**src/rtl/rxlp_pkg.sv**
```systemverilog
package rxlp_pkg;

    localparam int BEAT_BYTES   = 8;
    localparam int DATA_W       = BEAT_BYTES * 8;
    localparam int CNT_W        = $clog2(BEAT_BYTES + 1) + 1;
    localparam int LEN_W        = 15;
    localparam int MIN_W        = 8;
    localparam int FCS_BYTES    = 4;
    localparam int RUNT_LIMIT   = 4;
    localparam int SHORT_KEEP   = 8;

    typedef enum logic [1:0] {
        FCS_GOOD  = 2'b00,
        FCS_BAD   = 2'b01,
        FCS_STOMP = 2'b10,
        FCS_OTHER = 2'b11
    } fcs_e;

    typedef struct packed {
        logic [DATA_W-1:0]     data;
        logic [BEAT_BYTES-1:0] keep;
        logic                  sop;
        logic                  eop;
        logic                  err;
    } beat_t;

    typedef struct packed {
        logic [LEN_W-1:0] max_len;
        logic [MIN_W-1:0] min_len;
        logic             strip_fcs;
        logic             ignore_fcs;
    } cfg_t;

    function automatic logic [CNT_W-1:0] keep_count(input logic [BEAT_BYTES-1:0] k);
        logic [CNT_W-1:0] n;
        n = '0;
        for (int i = 0; i < BEAT_BYTES; i++) begin
            n = n + CNT_W'(k[i]);
        end
        return n;
    endfunction

    function automatic logic [BEAT_BYTES-1:0] count_to_keep(input logic [CNT_W-1:0] n);
        logic [BEAT_BYTES-1:0] m;
        for (int i = 0; i < BEAT_BYTES; i++) begin
            m[i] = (CNT_W'(i) < n);
        end
        return m;
    endfunction

endpackage

```
**src/rtl/rxlp_admit.sv**
```systemverilog
module rxlp_admit
    import rxlp_pkg::*;
(
    input  logic                  clk,
    input  logic                  rst,
    input  logic                  enable,
    input  cfg_t                  cfg,
    input  logic                  in_valid,
    input  logic [DATA_W-1:0]     in_data,
    input  logic [BEAT_BYTES-1:0] in_keep,
    input  logic                  in_sop,
    input  logic                  in_eop,
    input  logic [1:0]            in_fcs,
    output logic                  adm_valid,
    output beat_t                 adm_beat,
    output logic                  adm_strip,
    output logic                  adm_close,
    output logic                  trunc_pulse,
    output logic                  bad_pulse,
    output logic                  stomp_pulse
);

    logic [LEN_W-1:0] cnt_q, cnt_n;
    logic             busy_q, busy_n;
    logic             trunc_n, bad_n, stomp_n;
    logic [LEN_W:0]   base, tot, rem, max_w;
    logic             take, runt, over;
    fcs_e             verdict;

    assign verdict = fcs_e'(in_fcs);
    assign max_w   = {1'b0, cfg.max_len};
    assign base    = in_sop ? '0 : {1'b0, cnt_q};
    assign tot     = base + (LEN_W+1)'(keep_count(in_keep));
    assign rem     = max_w - base;
    assign take    = in_valid && (in_sop ? enable : busy_q);
    assign runt    = in_sop && in_eop && (tot < (LEN_W+1)'(RUNT_LIMIT));
    assign over    = tot > max_w;

    always_comb begin
        adm_valid     = 1'b0;
        adm_close     = 1'b0;
        adm_strip     = 1'b0;
        adm_beat.data = in_data;
        adm_beat.keep = in_keep;
        adm_beat.sop  = in_sop;
        adm_beat.eop  = in_eop;
        adm_beat.err  = 1'b0;
        trunc_n       = 1'b0;
        bad_n         = 1'b0;
        stomp_n       = 1'b0;
        cnt_n         = cnt_q;
        busy_n        = busy_q;
        if (in_valid && in_sop) begin
            busy_n = 1'b0;
        end
        if (take) begin
            if (runt) begin
                busy_n = 1'b0;
            end else if (over) begin
                trunc_n = 1'b0 | 1'b1;
                busy_n  = 1'b0;
                cnt_n   = cfg.max_len;
                if (rem == '0) begin
                    adm_close = 1'b1;
                end else begin
                    adm_valid     = 1'b1;
                    adm_beat.keep = count_to_keep(CNT_W'(rem));
                    adm_beat.eop  = 1'b1;
                    adm_beat.err  = 1'b1;
                end
            end else begin
                adm_valid = 1'b1;
                cnt_n     = tot[LEN_W-1:0];
                busy_n    = !in_eop;
                if (in_eop) begin
                    stomp_n      = (verdict == FCS_STOMP);
                    bad_n        = (verdict == FCS_BAD) || (verdict == FCS_OTHER);
                    adm_beat.err = (tot < (LEN_W+1)'(cfg.min_len))
                                 || ((bad_n || stomp_n) && !cfg.ignore_fcs);
                    adm_strip    = cfg.strip_fcs && (tot > (LEN_W+1)'(SHORT_KEEP));
                end
            end
        end
    end

    always_ff @(posedge clk) begin
        if (rst) begin
            cnt_q       <= '0;
            busy_q      <= 1'b0;
            trunc_pulse <= 1'b0;
            bad_pulse   <= 1'b0;
            stomp_pulse <= 1'b0;
        end else begin
            cnt_q       <= cnt_n;
            busy_q      <= busy_n;
            trunc_pulse <= trunc_n;
            bad_pulse   <= bad_n;
            stomp_pulse <= stomp_n;
        end
    end

    AST_LEN_CAP: assert property (@(posedge clk) disable iff (rst)
        cnt_q <= cfg.max_len) else $error("count above ceiling");

    AST_RUNT_SILENT: assert property (@(posedge clk) disable iff (rst)
        (in_valid && in_sop && in_eop && enable && (keep_count(in_keep) < CNT_W'(RUNT_LIMIT)))
        |=> (!bad_pulse && !stomp_pulse)) else $error("runt reported");

endmodule

```
**src/rtl/rxlp_fcs_trim.sv**
```systemverilog
module rxlp_fcs_trim
    import rxlp_pkg::*;
(
    input  logic  clk,
    input  logic  rst,
    input  logic  adm_valid,
    input  beat_t adm_beat,
    input  logic  adm_strip,
    input  logic  adm_close,
    output logic  out_valid,
    output beat_t out_beat
);

    beat_t            pend_q, pend_n, emit_beat;
    logic             pend_v_q, pend_v_n, emit;
    logic [CNT_W-1:0] kp, ka;
    logic             straddle;

    assign kp       = keep_count(pend_q.keep);
    assign ka       = keep_count(adm_beat.keep);
    assign straddle = adm_valid && adm_strip && (ka <= CNT_W'(FCS_BYTES));

    always_comb begin
        emit      = 1'b0;
        emit_beat = pend_q;
        pend_n    = pend_q;
        pend_v_n  = pend_v_q;
        if (adm_close) begin
            pend_n.eop = 1'b1;
            pend_n.err = 1'b1;
        end else if (adm_valid) begin
            emit = pend_v_q;
            if (straddle) begin
                emit_beat.keep = count_to_keep(kp + ka - CNT_W'(FCS_BYTES));
                emit_beat.eop  = 1'b1;
                emit_beat.err  = adm_beat.err;
                pend_v_n       = 1'b0;
            end else begin
                pend_v_n = 1'b1;
                pend_n   = adm_beat;
                if (adm_strip) begin
                    pend_n.keep = count_to_keep(ka - CNT_W'(FCS_BYTES));
                end
            end
        end else if (pend_v_q && pend_q.eop) begin
            emit     = 1'b1;
            pend_v_n = 1'b0;
        end
    end

    always_ff @(posedge clk) begin
        if (rst) begin
            pend_v_q  <= 1'b0;
            pend_q    <= '0;
            out_valid <= 1'b0;
            out_beat  <= '0;
        end else begin
            pend_v_q  <= pend_v_n;
            pend_q    <= pend_n;
            out_valid <= emit;
            out_beat  <= emit ? emit_beat : out_beat;
        end
    end

    AST_KEEP_SHAPE: assert property (@(posedge clk) disable iff (rst)
        out_valid |-> ((out_beat.keep != '0) && ((out_beat.keep & (out_beat.keep + 1'b1)) == '0)))
        else $error("bad keep shape");

    AST_FULL_MID: assert property (@(posedge clk) disable iff (rst)
        (out_valid && !out_beat.eop) |-> (&out_beat.keep)) else $error("partial mid beat");

    AST_STRADDLE_HELD: assert property (@(posedge clk) disable iff (rst)
        straddle |-> (pend_v_q && !pend_q.eop)) else $error("straddle without held beat");

endmodule

```
**src/rtl/rx_len_policer.sv**
```systemverilog
module rx_len_policer
    import rxlp_pkg::*;
(
    input  logic                  clk,
    input  logic                  rst,
    input  logic                  cfg_enable,
    input  logic [LEN_W-1:0]      cfg_max_len,
    input  logic [MIN_W-1:0]      cfg_min_len,
    input  logic                  cfg_strip_fcs,
    input  logic                  cfg_ignore_fcs,
    input  logic                  in_valid,
    input  logic [DATA_W-1:0]     in_data,
    input  logic [BEAT_BYTES-1:0] in_keep,
    input  logic                  in_sop,
    input  logic                  in_eop,
    input  logic [1:0]            in_fcs,
    output logic                  out_valid,
    output logic [DATA_W-1:0]     out_data,
    output logic [BEAT_BYTES-1:0] out_keep,
    output logic                  out_sop,
    output logic                  out_eop,
    output logic                  out_err,
    output logic                  trunc_pulse,
    output logic                  bad_fcs_pulse,
    output logic                  stomp_fcs_pulse
);

    cfg_t  cfg_q;
    beat_t adm_beat, out_beat;
    logic  adm_valid, adm_strip, adm_close;
    logic  out_open;

    always_ff @(posedge clk) begin
        if (rst) begin
            cfg_q.max_len    <= cfg_max_len;
            cfg_q.min_len    <= cfg_min_len;
            cfg_q.strip_fcs  <= cfg_strip_fcs;
            cfg_q.ignore_fcs <= cfg_ignore_fcs;
        end
    end

    rxlp_admit u_admit (
        .clk         (clk),
        .rst         (rst),
        .enable      (cfg_enable),
        .cfg         (cfg_q),
        .in_valid    (in_valid),
        .in_data     (in_data),
        .in_keep     (in_keep),
        .in_sop      (in_sop),
        .in_eop      (in_eop),
        .in_fcs      (in_fcs),
        .adm_valid   (adm_valid),
        .adm_beat    (adm_beat),
        .adm_strip   (adm_strip),
        .adm_close   (adm_close),
        .trunc_pulse (trunc_pulse),
        .bad_pulse   (bad_fcs_pulse),
        .stomp_pulse (stomp_fcs_pulse)
    );

    rxlp_fcs_trim u_trim (
        .clk       (clk),
        .rst       (rst),
        .adm_valid (adm_valid),
        .adm_beat  (adm_beat),
        .adm_strip (adm_strip),
        .adm_close (adm_close),
        .out_valid (out_valid),
        .out_beat  (out_beat)
    );

    assign out_data = out_beat.data;
    assign out_keep = out_beat.keep;
    assign out_sop  = out_beat.sop;
    assign out_eop  = out_beat.eop;
    assign out_err  = out_beat.err;

    always_ff @(posedge clk) begin
        if (rst) begin
            out_open <= 1'b0;
        end else if (out_valid) begin
            out_open <= !out_eop;
        end
    end

    AST_TRUNC_LAST: assert property (@(posedge clk) disable iff (rst)
        trunc_pulse |=> (out_valid && out_eop && out_err)) else $error("truncation not closed");

    AST_SOP_ORDER: assert property (@(posedge clk) disable iff (rst)
        out_valid |-> (out_sop == !out_open)) else $error("framing broken");

    AST_PULSE_EXCL: assert property (@(posedge clk) disable iff (rst)
        !(bad_fcs_pulse && stomp_fcs_pulse)) else $error("both fcs pulses");

    AST_QUIET_DRAIN: assert property (@(posedge clk) disable iff (rst)
        (!in_valid && !$past(in_valid)) |=> !out_valid) else $error("output without input");

endmodule

```
**config.mk**
```make
export PLATFORM = sky130hd
export DESIGN_NAME = rx_len_policer
export DESIGN_NICKNAME = d
export VERILOG_FILES = /design/src/rtl/rxlp_pkg.sv /design/src/rtl/rxlp_admit.sv /design/src/rtl/rxlp_fcs_trim.sv /design/src/rtl/rx_len_policer.sv
export SDC_FILE = /design/constraint.sdc
export NUM_CORES = 1
export LEC_CHECK = 0
export BUFFER_PORTS_ARGS = -buffer_cell sky130_fd_sc_hd__buf_2
export CAP_MARGIN = 25
export CELL_PAD_IN_SITES_DETAIL_PLACEMENT = 0
export CELL_PAD_IN_SITES_GLOBAL_PLACEMENT = 1
export CORE_MARGIN = 4
export CORE_UTILIZATION = 45
export CTS_BUF_LIST = sky130_fd_sc_hd__clkbuf_16
export DETAILED_ROUTE_END_ITERATION = 10
export HOLD_SLACK_MARGIN = 0.02
export PLACE_DENSITY = 0.95
export SYNTH_ARGS = -nofsm -noshare
export SYNTH_HDL_FRONTEND = slang
export SYNTH_SLANG_ARGS = --single-unit
```
**constraint.sdc**
```tcl
create_clock -name clk -period 27.3 [get_ports clk]
set_input_delay 2.73 -clock clk [delete_from_list [all_inputs] [get_ports clk]]
set_output_delay 2.73 -clock clk [all_outputs]
set_load 0.005 [all_outputs]
```
# After elaboration in Yosys (flattened, before gate mapping)
# Cells that the tools add are included.
# Widths: inputs -> output; s select.
# word_totals
regBits	196
word_cells	155
# op_classes
add_sub_neg	26
magnitude_cmp	29
eq_ne	4
n_mux	46
bitwise	5
reduce_logical	24
# ops
op	count
$add 5x1->5	17
$mux 8	8
$lt 3x5->1 const A	12
$lt 1x5->1 const A	6
$lt 2x5->1 const A	6
$mux 15	2
$mux 1	27
$mux 2	9
$add 16x5->16	1
$gt 16x15->1	1
$gt 16x4->1 const B	1
$logic_not 16->1	1
$lt 16x3->1 const B	1
$lt 16x8->1	1
$sub 15x16->16	1
$sub 5x3->5 const B	2
$logic_and 1x1->1	9
$add 1x1->2	3
$reduce_and 2->1	3
$reduce_bool 2->1	3
$add 5x5->5	1
$le 5x3->1 const B	1
$not 1->1	5
$reduce_or 5->1	1
other kinds (8)	12

# Logic depth before layout (Yosys ltp)
# Gate-level depths: netlist of run 1.
# logic_depth
ltp_word	25
mapped_depth	46
ltp_nobuf	45

# By module
# Synthesis of run 1 repeated with hierarchy kept, for this count alone.
# unflattened
cells_unflattened	1265
hier_area_um2	10520.1
# modules_own_cells
module	instances	cells_per_inst	area_per_inst_um2	seq_area_each_um2
rxlp_fcs_trim	1	738	6062.1	3042.9
rxlp_admit	1	502	3707.3	380.4
rx_len_policer	1	25	750.7	750.7

# Worst setup path after synthesis of run 1
# Ideal clock, no wire load.
# synth_path
path_kind	input-to-reg
startpoint	input in_keep[0]
endpoint	register, netlist name u_trim.out_beat[3]
setup_ns	0.132
arrival_time_ns	13.058
required_ns	27.168
path_slack_ns	14.110
stages	40
path_buffers	1
cell_sequence	ha_1 > inv_1 > fa_1 > fa_1 > fa_1 > fa_1 > fa_1 > nand2b_1 > a211oi_2 > and2_1 > xnor2_1 > ha_1 > nand2_1 > or2_2 > a21o_1 > a21oi_1 > clkbuf_1 > o21ai_0 > [... 4 more ...] > inv_1 > fa_1 > inv_1 > fa_1 > inv_1 > fa_1 > fa_1 > fa_1 > fa_1 > nor2b_1 > nor2_1 > o21ba_2 > o22ai_1 > and2_1 > and3_1 > nand3_1 > o211ai_1 > a21oi_1
# synth_via
elab_chain_len	25
elab_cells_between_ends	45
cone_classes	add/sub (17); order compare (5); mux (19); reduce/logical (4)
# synth_lines
item	line	rtl
start: declaration	rx_len_policer.sv:13	input logic [BEAT_BYTES-1:0] in_keep,
$add 1x1->2	rxlp_pkg.sv:38	n = n + CNT_W'(k[i]);
$add 5x1->5 (6 in series)	rxlp_pkg.sv:38	
$add 16x5->16	rxlp_admit.sv:33	assign tot = base + (LEN_W+1)'(keep_count(in_keep));
$gt 16x15->1 or $lt 16x3->1 (tied branches)	rxlp_admit.sv:37, rxlp_admit.sv:36	
$mux 8 or $logic_and 1x1->1 (tied branches)	rxlp_admit.sv:59, rxlp_admit.sv:36	
$mux 8	rxlp_admit.sv:57	if (runt) begin
$mux 8	rxlp_admit.sv:56	if (take) begin
$add 1x1->2	rxlp_pkg.sv:38	
$add 5x1->5 (6 in series)	rxlp_pkg.sv:38	
$add 5x5->5	rxlp_fcs_trim.sv:34	emit_beat.keep = count_to_keep(kp + ka - CNT_W'(FCS_BYTES));
$sub 5x3->5	rxlp_fcs_trim.sv:34	
$lt 1x5->1	rxlp_pkg.sv:46	m[i] = (CNT_W'(i) < n);
$mux 8	rxlp_fcs_trim.sv:33	if (straddle) begin
$mux 8	rxlp_fcs_trim.sv:31	end else if (adm_valid) begin
$mux 8	rxlp_fcs_trim.sv:28	if (adm_close) begin
# Parallel ways exist; a longest one is shown, timed or not.
# A chain may end at the register's enable or synchronous reset.

# Worst setup path after layout of run 1
# layout_path
startpoint	input in_keep[0]
endpoint	register, netlist name u_trim.out_beat[3]
# layout_via
elab_chain_len	25
elab_cells_between_ends	45
cone_classes	add/sub (17); order compare (5); mux (19); reduce/logical (4)
# layout_lines
item	line
$add 1x1->2	rxlp_pkg.sv:38
$add 5x1->5 (6 in series)	rxlp_pkg.sv:38
$add 16x5->16	rxlp_admit.sv:33
$gt 16x15->1 or $lt 16x3->1 (tied branches)	rxlp_admit.sv:37, rxlp_admit.sv:36
$mux 8 or $logic_and 1x1->1 (tied branches)	rxlp_admit.sv:59, rxlp_admit.sv:36
$mux 8	rxlp_admit.sv:57
$mux 8	rxlp_admit.sv:56
$add 1x1->2	rxlp_pkg.sv:38
$add 5x1->5 (6 in series)	rxlp_pkg.sv:38
$add 5x5->5	rxlp_fcs_trim.sv:34
$sub 5x3->5	rxlp_fcs_trim.sv:34
$lt 1x5->1	rxlp_pkg.sv:46
$mux 8	rxlp_fcs_trim.sv:33
$mux 8	rxlp_fcs_trim.sv:31
$mux 8	rxlp_fcs_trim.sv:28
# Parallel ways exist; a longest one is shown, timed or not.

==> results of run 1 <==
==> report_power, final <==
part,internal (mW),switching (mW)
clock network,0.129,0.135
logic,0.0522,0.0815
registers,0.301,0.00598
total,0.482,0.222
==> layer usage <==
layer  up-vias  share of wire, %  GRT usage [%]
met1      4435                44           29.1
met4         0               2.5           7.39
met2       321                48           36.2
li1       4691                 -              -
met3        51               5.4           3.10
met5         -                 0              0
==> synthesized netlist by cell type, drive strengths merged (4+ instances only) <==
master,instances
nand2b,22
and3,4
nand2,192
nand3b,4
a211oi,16
o21bai,7
a21o,4
nand4,8
nor2,64
nor3,11
nand3,75
mux2i,11
a21oi,174
or3,7
a31oi,4
edfxtp,25
xor2,8
and4,5
a311oi,10
o211ai,15
ha,55
o21a,4
nor2b,9
mux2,6
fa,15
nor4,8
clkbuf,50
and2,5
xnor2,11
buf,34
or2,4
inv,69
dfxtp,171
o21ai,106
==> sequential cells by signal, indices dropped and copies added (netlist names), 10 cells and up <==
| name | flops |
|---|---|
| u_trim.emit_beat | 65 |
| u_trim.pend_q | 10 |
| u_admit.cnt_q | 15 |
| cfg_q | 25 |
| u_trim.out_beat | 75 |
==> tightest hold or removal path: stages (launching register included) <==
cell                      delay (ns)
sky130_fd_sc_hd__dfxtp_1        0.31
sky130_fd_sc_hd__nand2_1        0.05
sky130_fd_sc_hd__a21oi_1        0.05
==> path summary, 6_finish.rpt <==
kind,endpoint,cells past startpoint,slack (ns),start
setup / recovery,u_trim.out_beat[3],41,13.36,in_keep[0]
setup reg to reg,u_trim.out_beat[3],37,17.09,u_admit.cnt_q[0]
hold reg to reg,u_trim.out_beat[71],2,0.44,u_trim.emit_beat[71]
hold / removal,u_trim.out_beat[71],2,0.44,u_trim.emit_beat[71]
==> layout make-up <==
class,count,area share [%]
Inverter,69,2.15
Multi-Input combinational cell,915,46.7
Antenna cell,1,0.0208
Timing Repair Buffer,193,8.27
Sequential cell,196,34.6
Clock buffer,17,3.53
Clock inverter,15,1.75
Tap cell,285,2.96
==> kinds of logic after synthesis <==
group | synth area share [%]
AOI/OAI and AO/OA | 21.5
DFF | 40.2
buffers and inverters | 6.01
muxes | 1.71
and+or+nand+nor | 19.5
xor gates and xnor gates | 1.60
adders and majority gates | 9.51
==> results.yml, run 1 <==
placed_design:
  routability_congestion: 0.941
  placed_cells: 1658
  place.port_buffers: 183
  place_hpwl_um: 20100
  cell_area_placed_um2: 11400
  pre_cts_ws_ns: 13.02
sta:
  max_slew.worst_pin.slew_ns: 0.939
  worst_path_setup_slack_after_routing_ns: 13.36
  slew-limit-headroom_pct: 37.4
  fin_worst_skew_ns: 0.0115
  period_share_pct: 51.1
  finalSetupTns_ns: 0
  final_hold_viol_count: 0
  period_needed_ns: 13.94
  timing_max_transition_violations_final: 0
  rsz_0062_raised_after_global_routing: "false"
  setup_viol_count_final: 0
  worst_hold_margin_ns: 0.439
  timing.fmax_mhz: 71.7
yosys:
  async_flop_share_pct: 0
  post-synth-top-area-cell: "sky130_fd_sc_hd__dfxtp_1"
  synth_top_flop_cell: "sky130_fd_sc_hd__dfxtp_1"
  synthCells: 1264
  syn-cell-area_um2: 10400
  synthesis_warnings: 0
  postSynthAreaPerCell_um2: 8.22
  netlist-cell-type-count: 72
  synth-edff-count: 25
  seq_area_frac_synth_pct: 40.2
  yosys.area.top_type_share_pct: 32.9
  netlist_top_cells_area: "sky130_fd_sc_hd__dfxtp_1 (33%), sky130_fd_sc_hd__a21oi_1 (8.3%), sky130_fd_sc_hd__edfxtp_1 (7.2%)"
  postSynthNetCount: 1439
  ys_ff_latch: 196
clock_tree:
  clock-sinks: 196
  number_of_resized_instances_in_the_post_cts_repair_step: 0
  postCtsSetupBuffers: 0
  cts-root-buf: "sky130_fd_sc_hd__clkbuf_16"
  cts-buffers-inserted: 17
  clk_transition_reported_paths_ns: 0.08
  worst_skew_pair.late_latency_ns: 0.44
  h_tree_depth_reported_by_cts: 4
  cts_tree: "yes"
  cts-root-to-sink-buffers: 2
  hold_bufs_inserted_after_cts: 0
worst_hold_path:
  worst_min_path_class: "flop to flop"
finish:
  final_layout_size_suffix_gt1_share_pct: 18.2
  final_core_density_pct: 53.1
  layout_common_cells: "sky130_fd_sc_hd__nand2_1 (192), sky130_fd_sc_hd__buf_2 (182), sky130_fd_sc_hd__a21oi_1 (172), sky130_fd_sc_hd__dfxtp_1 (171), sky130_fd_sc_hd__o21ai_0 (94)"
  final_net_count: 1567
  final-seq-area_um2: 4170
  layout-area-overhead-vs-synth_pct: 16.0
  final-instance-count-excl-fill: 1691
  fin_area_um2: 12100
  final_common_cell: "sky130_fd_sc_hd__nand2_1"
  multiInputGateArea_um2: 5630
  n_fill_cell: 2130
worst_setup_path:
  end_kind: "flop"
  critPathMostFrequentCell: "sky130_fd_sc_hd__fa_1"
  critical_path_arrival_ns: 14.22
  critPathRequiredTime_ns: 27.58
  crit_buf_inv: 5
  crit_path_max_incr_delay_ns: 0.55
  element_type_at_the_critical_path_start: "input pin"
  crit_path_max_fanout: 11
  critPathTopFamily: "adder cells"
  crit_path_top_delay_cell: "sky130_fd_sc_hd__fa_1"
  worst-setup-path-type: "input pin to flop"
floorplan:
  initial_core_util_pct: 45.8
  die_h_um: 160
  ioPinCount: 184
  number_of_placement_rows: 55
  floorplan.die_area_um2: 25600
  fp.coreArea_um2: 22700
  die_w_um: 160
power:
  max-vdd-ir-drop_uv: 38.0
  p_leak_nw: 4.81
  power-per-cell-area_nw_per_um2: 58.4
  totalPowerFinal_mw: 0.705
global_route:
  antenna_violations_before_repair: 1
  grt_max_degree: 120
  total_global_route_track_usage_pct: 21.7
  grt_pass1_vias: 9097
  grt.overflow.total: 0
  wire_length_of_the_first_global_routing_pass_um: 46300
routing:
  routed-via-count: 9498
  antenna_violating_nets_post_route: 0
  postRouteWirelength_um: 28500
  detail_route.wl_per_cell_um: 16.9
  first_pass_iters: 7
  detailedRoute.firstIterationViolations: 846
  drcViolationCount: 0
  post_drt_via_cell_ratio: 5.62
run_status:
  outcome: "finished clean"
run:
  maxCapViolations: 0
No activity file was read; power rests on OpenSTA's default activity.
==> run 2, diff against run 1 <==
--- a/config.mk
+++ b/config.mk
@@ -5,16 +5,17 @@
 export SDC_FILE = /design/constraint.sdc
 export NUM_CORES = 1
 export LEC_CHECK = 0
+export ABC_AREA = 1
 export BUFFER_PORTS_ARGS = -buffer_cell sky130_fd_sc_hd__buf_2
 export CAP_MARGIN = 25
 export CELL_PAD_IN_SITES_DETAIL_PLACEMENT = 0
 export CELL_PAD_IN_SITES_GLOBAL_PLACEMENT = 1
 export CORE_MARGIN = 4
-export CORE_UTILIZATION = 45
+export CORE_UTILIZATION = 40
 export CTS_BUF_LIST = sky130_fd_sc_hd__clkbuf_16
 export DETAILED_ROUTE_END_ITERATION = 10
 export HOLD_SLACK_MARGIN = 0.02
-export PLACE_DENSITY = 0.95
+export PLACE_DENSITY = 0.92
 export SYNTH_ARGS = -nofsm -noshare
 export SYNTH_HDL_FRONTEND = slang
 export SYNTH_SLANG_ARGS = --single-unit
==> constraint.sdc (replaced) <==
create_clock -name clk -period 14.2 [get_ports clk]
set_input_delay 1.42 -clock clk [delete_from_list [all_inputs] [get_ports clk]]
set_output_delay 1.42 -clock clk [all_outputs]
set_load 0.005 [all_outputs]
==> results.yml, run 2 <==
floorplan:
  fp.coreArea_um2: 25300
  die_h_um: 169
  number_of_placement_rows: 58
  initial_core_util_pct: 40.8
  ioPinCount: 184
  floorplan.die_area_um2: 28500
  die_w_um: 169
placed_design:
  place_hpwl_um: 20400
  place.port_buffers: 183
  routability_congestion: 0.925
run_status:
  outcome: "finished clean"
worst_setup_path:
  end_kind: "flop"
  worst-setup-path-type: "input pin to flop"
  element_type_at_the_critical_path_start: "input pin"
  crit_path_top_delay_cell: "sky130_fd_sc_hd__fa_1"
  critPathRequiredTime_ns: 14.53
  crit_path_max_fanout: 11
  critPathMostFrequentCell: "sky130_fd_sc_hd__fa_1"
  critical_path_arrival_ns: 11.81
  crit_path_max_incr_delay_ns: 0.56
  r2r_setup_slack_ns: 5.28
yosys:
  seq_area_frac_synth_pct: 40.4
  post-synth-top-area-cell: "sky130_fd_sc_hd__dfxtp_1"
  yosys-top-cells-count: "sky130_fd_sc_hd__nand2_1 (359), sky130_fd_sc_hd__nor2_1 (215), sky130_fd_sc_hd__dfxtp_1 (171)"
  netlist-cell-type-count: 38
  postSynthAreaPerCell_um2: 7.15
  netlist_top_cells_area: "sky130_fd_sc_hd__dfxtp_1 (33%), sky130_fd_sc_hd__nand2_1 (13%), sky130_fd_sc_hd__nor2_1 (7.8%)"
  synth-edff-count: 25
  synthCells: 1444
  yosys.area.top_type_share_pct: 33.1
  postSynthNetCount: 1619
  synth_top_flop_cell: "sky130_fd_sc_hd__dfxtp_1"
  yosys.cell_count.top_type: "sky130_fd_sc_hd__nand2_1"
  synthesis_warnings: 0
  ys_ff_latch: 196
  async_flop_share_pct: 0
  syn-cell-area_um2: 10300
routing:
  met2_wirelength_um: 13300
  detailedRoute.firstIterationViolations: 742
  antenna_violating_nets_post_route: 0
  routed-wl-met3_um: 1430
  drcViolationCount: 0
  post_drt_via_cell_ratio: 4.89
  detail_route.wl_per_cell_um: 14.5
  routed-via-count: 9479
  postRouteWirelength_um: 28000
  first_pass_iters: 5
  met1Wirelength_um: 12500
  highest_layer: "met4"
global_route:
  antenna_violations_before_repair: 2
  grt_pass1_vias: 8717
  wire_length_of_the_first_global_routing_pass_um: 44700
  grt_max_degree: 80
  total_global_route_track_usage_pct: 19.3
  grt.overflow.total: 0
sta:
  period_needed_ns: 11.48
  setup_viol_count_final: 0
  worst_hold_margin_ns: 0.449
  max_slew.worst_pin.slew_ns: 0.927
  final_hold_viol_count: 0
  fin_worst_skew_ns: 0.0159
  timing.fmax_mhz: 87.1
  slew-limit-headroom_pct: 38.2
  period_share_pct: 80.8
  timing_max_transition_violations_final: 0
  rsz_0062_raised_after_global_routing: "false"
  finalSetupTns_ns: 0
clock_tree:
  postCtsSetupBuffers: 0
  clk_transition_reported_paths_ns: 0.09
  cts-buffers-inserted: 17
  number_of_resized_instances_in_the_post_cts_repair_step: 0
  cts-root-to-sink-buffers: 2
  cts-root-buf: "sky130_fd_sc_hd__clkbuf_16"
  cts_tree: "yes"
  clock-sinks: 196
  worst_skew_pair.late_latency_ns: 0.44
  hold_bufs_inserted_after_cts: 0
  h_tree_depth_reported_by_cts: 4
finish:
  biggest_register: "u_trim.out_beat"
  final_common_cell: "sky130_fd_sc_hd__nand2_1"
  n_fill_cell: 2583
  layout_common_cells: "sky130_fd_sc_hd__nand2_1 (358), sky130_fd_sc_hd__nor2_1 (215), sky130_fd_sc_hd__buf_2 (182), sky130_fd_sc_hd__dfxtp_1 (171), sky130_fd_sc_hd__inv_1 (160)"
  final_layout_size_suffix_gt1_share_pct: 15.8
  final_core_density_pct: 47.6
  layout-area-overhead-vs-synth_pct: 16.7
  number_of_flip_flops_under_the_largest_register_name: 75
  final_net_count: 1768
power:
  max-vdd-ir-drop_uv: 98.0
  power-per-cell-area_nw_per_um2: 126
  p_leak_nw: 5.77
run:
  maxCapViolations: 0
worst_hold_path:
  worst_min_path_class: "flop to flop"
==> run 2: cell count changes in the layout (fill, tap and decap cells not counted), moves of 22 or more <==
| cell | previous run | this run |
|---|---|---|
| sky130_fd_sc_hd__inv_1 | 69 | 160 |
| sky130_fd_sc_hd__a21oi_1 | 172 | 116 |
| sky130_fd_sc_hd__nand2_1 | 192 | 358 |
| sky130_fd_sc_hd__nor2_1 | 64 | 215 |
| sky130_fd_sc_hd__nand2b_1 | 22 | 0 |
| sky130_fd_sc_hd__o21ai_0 | 94 | 117 |
==> run 2: critical path: cells and delay by family <==
kind	cells	cell delay, ns
adders and majority gates	15	6.52
and+or+nand+nor	22	2.71
buffers and inverters	7	0.66
AOI/OAI and AO/OA	2	0.31
xor gates and xnor gates	1	0.15
==> run 2: routing by layer <==
layer | GRT usage, % | up-vias
li1 | - | 4893
met1 | 25.7 | 4278
met2 | 32.5 | 267
met3 | 2.73 | 41
met4 | 6.03 | 0
met5 | 0 | -
==> run 2: cells by family after synthesis <==
family          after synthesis  synth area share (%)
flops                       196                  40.4
fa+ha+maj                    70                  9.57
xor+xnor                     11                  1.01
compound gates              246                  12.2
buf+inv                     229                  9.39
simple gates                692                  27.4
==> run 2: path summary, 6_finish.rpt <==
kind                                           start             endpoint  cells past startpoint
worst max-delay path                      in_keep[0]   u_trim.out_beat[3]                     47
worst min-delay path            u_trim.emit_beat[73]  u_trim.out_beat[73]                      2
worst max register to register      u_admit.cnt_q[0]   u_trim.out_beat[3]                     44
worst min register to register  u_trim.emit_beat[73]  u_trim.out_beat[73]                      2
==> run 2: area by class of cell <==
| cell class | count | area (µm²) | area share (%) |
|---|---|---|---|
| clock inverter | 15 | 236 | 1.96 |
| clock buffer | 17 | 425 | 3.53 |
| inverter | 169 | 639 | 5.31 |
| antenna | 1 | 2.50 | 0.0208 |
| timing repair buffer | 190 | 971 | 8.06 |
| tap | 330 | 413 | 3.43 |
| multi-input combinational | 1019 | 5190 | 43.1 |
| sequential | 196 | 4170 | 34.6 |
==> run 2: report_power, final <==
| part | switching (mW) | internal, mW |
|---|---|---|
| sequential | 0.0172 | 0.594 |
| combinational | 0.237 | 0.135 |
| clock | 0.280 | 0.256 |
| total | 0.535 | 0.985 |
==> run 2: stage by stage <==
stage	instances	instance area, µm²	worst slack (ns)	power, mW
floorplan	1444	10300	3.18	0.902
global placement	1904	11400	2.63	0.987
detailed placement	1904	11400	2.33	0.995
CTS	1936	12000	2.79	1.54
global route	1937	12100	2.07	1.62
finish	1937	12100	2.72	1.52
==> run 3, diff against run 2 <==
==> constraint.sdc (replaced) <==
create_clock -name clk -period 10.65 [get_ports clk]
set_input_delay 1.065 -clock clk [delete_from_list [all_inputs] [get_ports clk]]
set_output_delay 1.065 -clock clk [all_outputs]
set_load 0.005 [all_outputs]
==> results.yml, run 3 (synthesis gave the netlist of run 2 again) <==
run_status:
  outcome: "finished clean"
power:
  totalPowerFinal_mw: 2.11
  power-per-cell-area_nw_per_um2: 167
  max-vdd-ir-drop_uv: 98.4
  p_leak_nw: 6.02
worst_setup_path:
  critPathMostFrequentCell: "sky130_fd_sc_hd__fa_1"
  crit_path_max_incr_delay_ns: 0.52
  critPathRequiredTime_ns: 10.95
  end_kind: "flop"
  crit_path_top_delay_cell: "sky130_fd_sc_hd__fa_1"
  critical_path_arrival_ns: 10.48
  worst-setup-path-type: "input pin to flop"
  critPathTopFamily: "adder cells"
  crit_buf_inv: 10
  element_type_at_the_critical_path_start: "input pin"
  crit_path_max_fanout: 5
routing:
  drcViolationCount: 0
  detail_route.wl_per_cell_um: 14.4
  routed-via-count: 9756
  post_drt_via_cell_ratio: 4.92
  antenna_violating_nets_post_route: 0
  detailedRoute.firstIterationViolations: 723
  first_pass_iters: 5
  postRouteWirelength_um: 28600
finish:
  layout-area-overhead-vs-synth_pct: 22.2
  final_net_count: 1812
  number_of_flip_flops_under_the_largest_register_name: 75
  multiInputGateArea_um2: 5420
  final_common_cell: "sky130_fd_sc_hd__nand2_1"
  final-seq-area_um2: 4170
  layout_common_cells: "sky130_fd_sc_hd__nand2_1 (347), sky130_fd_sc_hd__nor2_1 (212), sky130_fd_sc_hd__buf_2 (182), sky130_fd_sc_hd__dfxtp_1 (171), sky130_fd_sc_hd__inv_1 (156)"
  final_layout_size_suffix_gt1_share_pct: 20.7
  biggest_register: "u_trim.out_beat"
  n_fill_cell: 2547
global_route:
  grt.overflow.total: 0
  grt_pass1_vias: 9073
  wire_length_of_the_first_global_routing_pass_um: 45400
  antenna_violations_before_repair: 4
  total_global_route_track_usage_pct: 19.4
  grt_max_degree: 88
worst_hold_path:
  worst_min_path_class: "flop to flop"
sta:
  period_share_pct: 95.6
  max_slew.worst_pin.slew_ns: 0.895
  timing_max_transition_violations_final: 0
  timing.fmax_mhz: 98.2
  worst_path_setup_slack_after_routing_ns: 0.468
  slew-limit-headroom_pct: 40.3
  setup_viol_count_final: 0
  period_needed_ns: 10.18
  fin_worst_skew_ns: 0.0145
  final_hold_viol_count: 0
floorplan:
  die_h_um: 169
  number_of_placement_rows: 58
  ioPinCount: 184
  die_w_um: 169
  initial_core_util_pct: 40.8
  fp.coreArea_um2: 25300
  floorplan.die_area_um2: 28500
run:
  maxCapViolations: 0
clock_tree:
  worst_skew_pair.late_latency_ns: 0.45
  cts-buffers-inserted: 17
  cts-root-buf: "sky130_fd_sc_hd__clkbuf_16"
  clock-sinks: 196
  h_tree_depth_reported_by_cts: 4
  clk_transition_reported_paths_ns: 0.09
  cts_tree: "yes"
  cts-root-to-sink-buffers: 2
placed_design:
  place_hpwl_um: 20200
  place.port_buffers: 183
  routability_congestion: 0.916
  pre_cts_ws_ns: -0.256
run 3: cell count changes in the layout (fill, tap and decap cells not counted), sizes merged:
cell,before,now
buf,190,234
clkinv,3,2
diode,1,3
inv,181,182
run 3: where the power goes:
| part | leakage [nW] | internal (mW) | total (mW) | switching (mW) |
|---|---|---|---|---|
| sequential | 1.64 | 0.793 | 0.817 | 0.0240 |
| clock | 0.317 | 0.339 | 0.712 | 0.373 |
| combinational | 4.06 | 0.234 | 0.579 | 0.346 |
run 3: worst min-delay path, cell delays in order (launching register included):
cell and delay [ns]:
sky130_fd_sc_hd__dfxtp_1 0.31, sky130_fd_sc_hd__nand2_1 0.06, sky130_fd_sc_hd__a21oi_1 0.05
run 3: final timing paths:
path / startpoint / end / slack [ns] / cells past startpoint
max: in_keep[0] / u_trim.out_beat[9] / 0.47 / 49
min: u_trim.emit_beat[44] / u_trim.out_beat[44] / 0.45 / 2
max reg2reg: u_admit.cnt_q[0] / u_trim.out_beat[9] / 2.54 / 46
min reg2reg: u_trim.emit_beat[44] / u_trim.out_beat[44] / 0.45 / 2
run 3: metrics by stage:
stage	cell area [µm²]	cells	TNS, ns	hold slack, ns	utilization [%]
after floorplan	10300	1444	0	0.430	-
after global placement	11700	1941	-0.716	0.442	46.2
after detailed placement	11700	1941	-1.82	0.451	46.2
after CTS	12300	1973	0	0.447	48.8
after global routing	12600	1983	-0.0748	0.475	49.9
final	12600	1983	0	0.449	49.9
run 3: layout make-up:
cell class              count  area share [%]
diodes                      3          0.0594
well taps                 330            3.27
clock buffers              17            3.37
inverters                 169            5.06
multi-input cells        1019            42.9
flip-flops and latches    196            33.0
clock inverters            15            1.81
repair buffers            234            10.5
run 3: repair_timing:
action / 4_1_cts / 5_1_grt
hold buffers: 0 / 0
gates resized for setup: 0 / 50
setup buffers: 0 / 7
endpoints found under the setup margin: 0 / 8
run 3: routing by layer:
| layer | global-route usage (%) | vias to the layer above | wire (µm) | part of all wire (%) |
|---|---|---|---|---|
| li1 | - | 4989 | - | - |
| met1 | 25.5 | 4462 | 12500 | 44 |
| met2 | 32.5 | 251 | 13800 | 48 |
| met3 | 3.32 | 52 | 1550 | 5.4 |
| met4 | 6.39 | 2 | 728 | 2.5 |
| met5 | 0 | - | 13 | 0.045 |
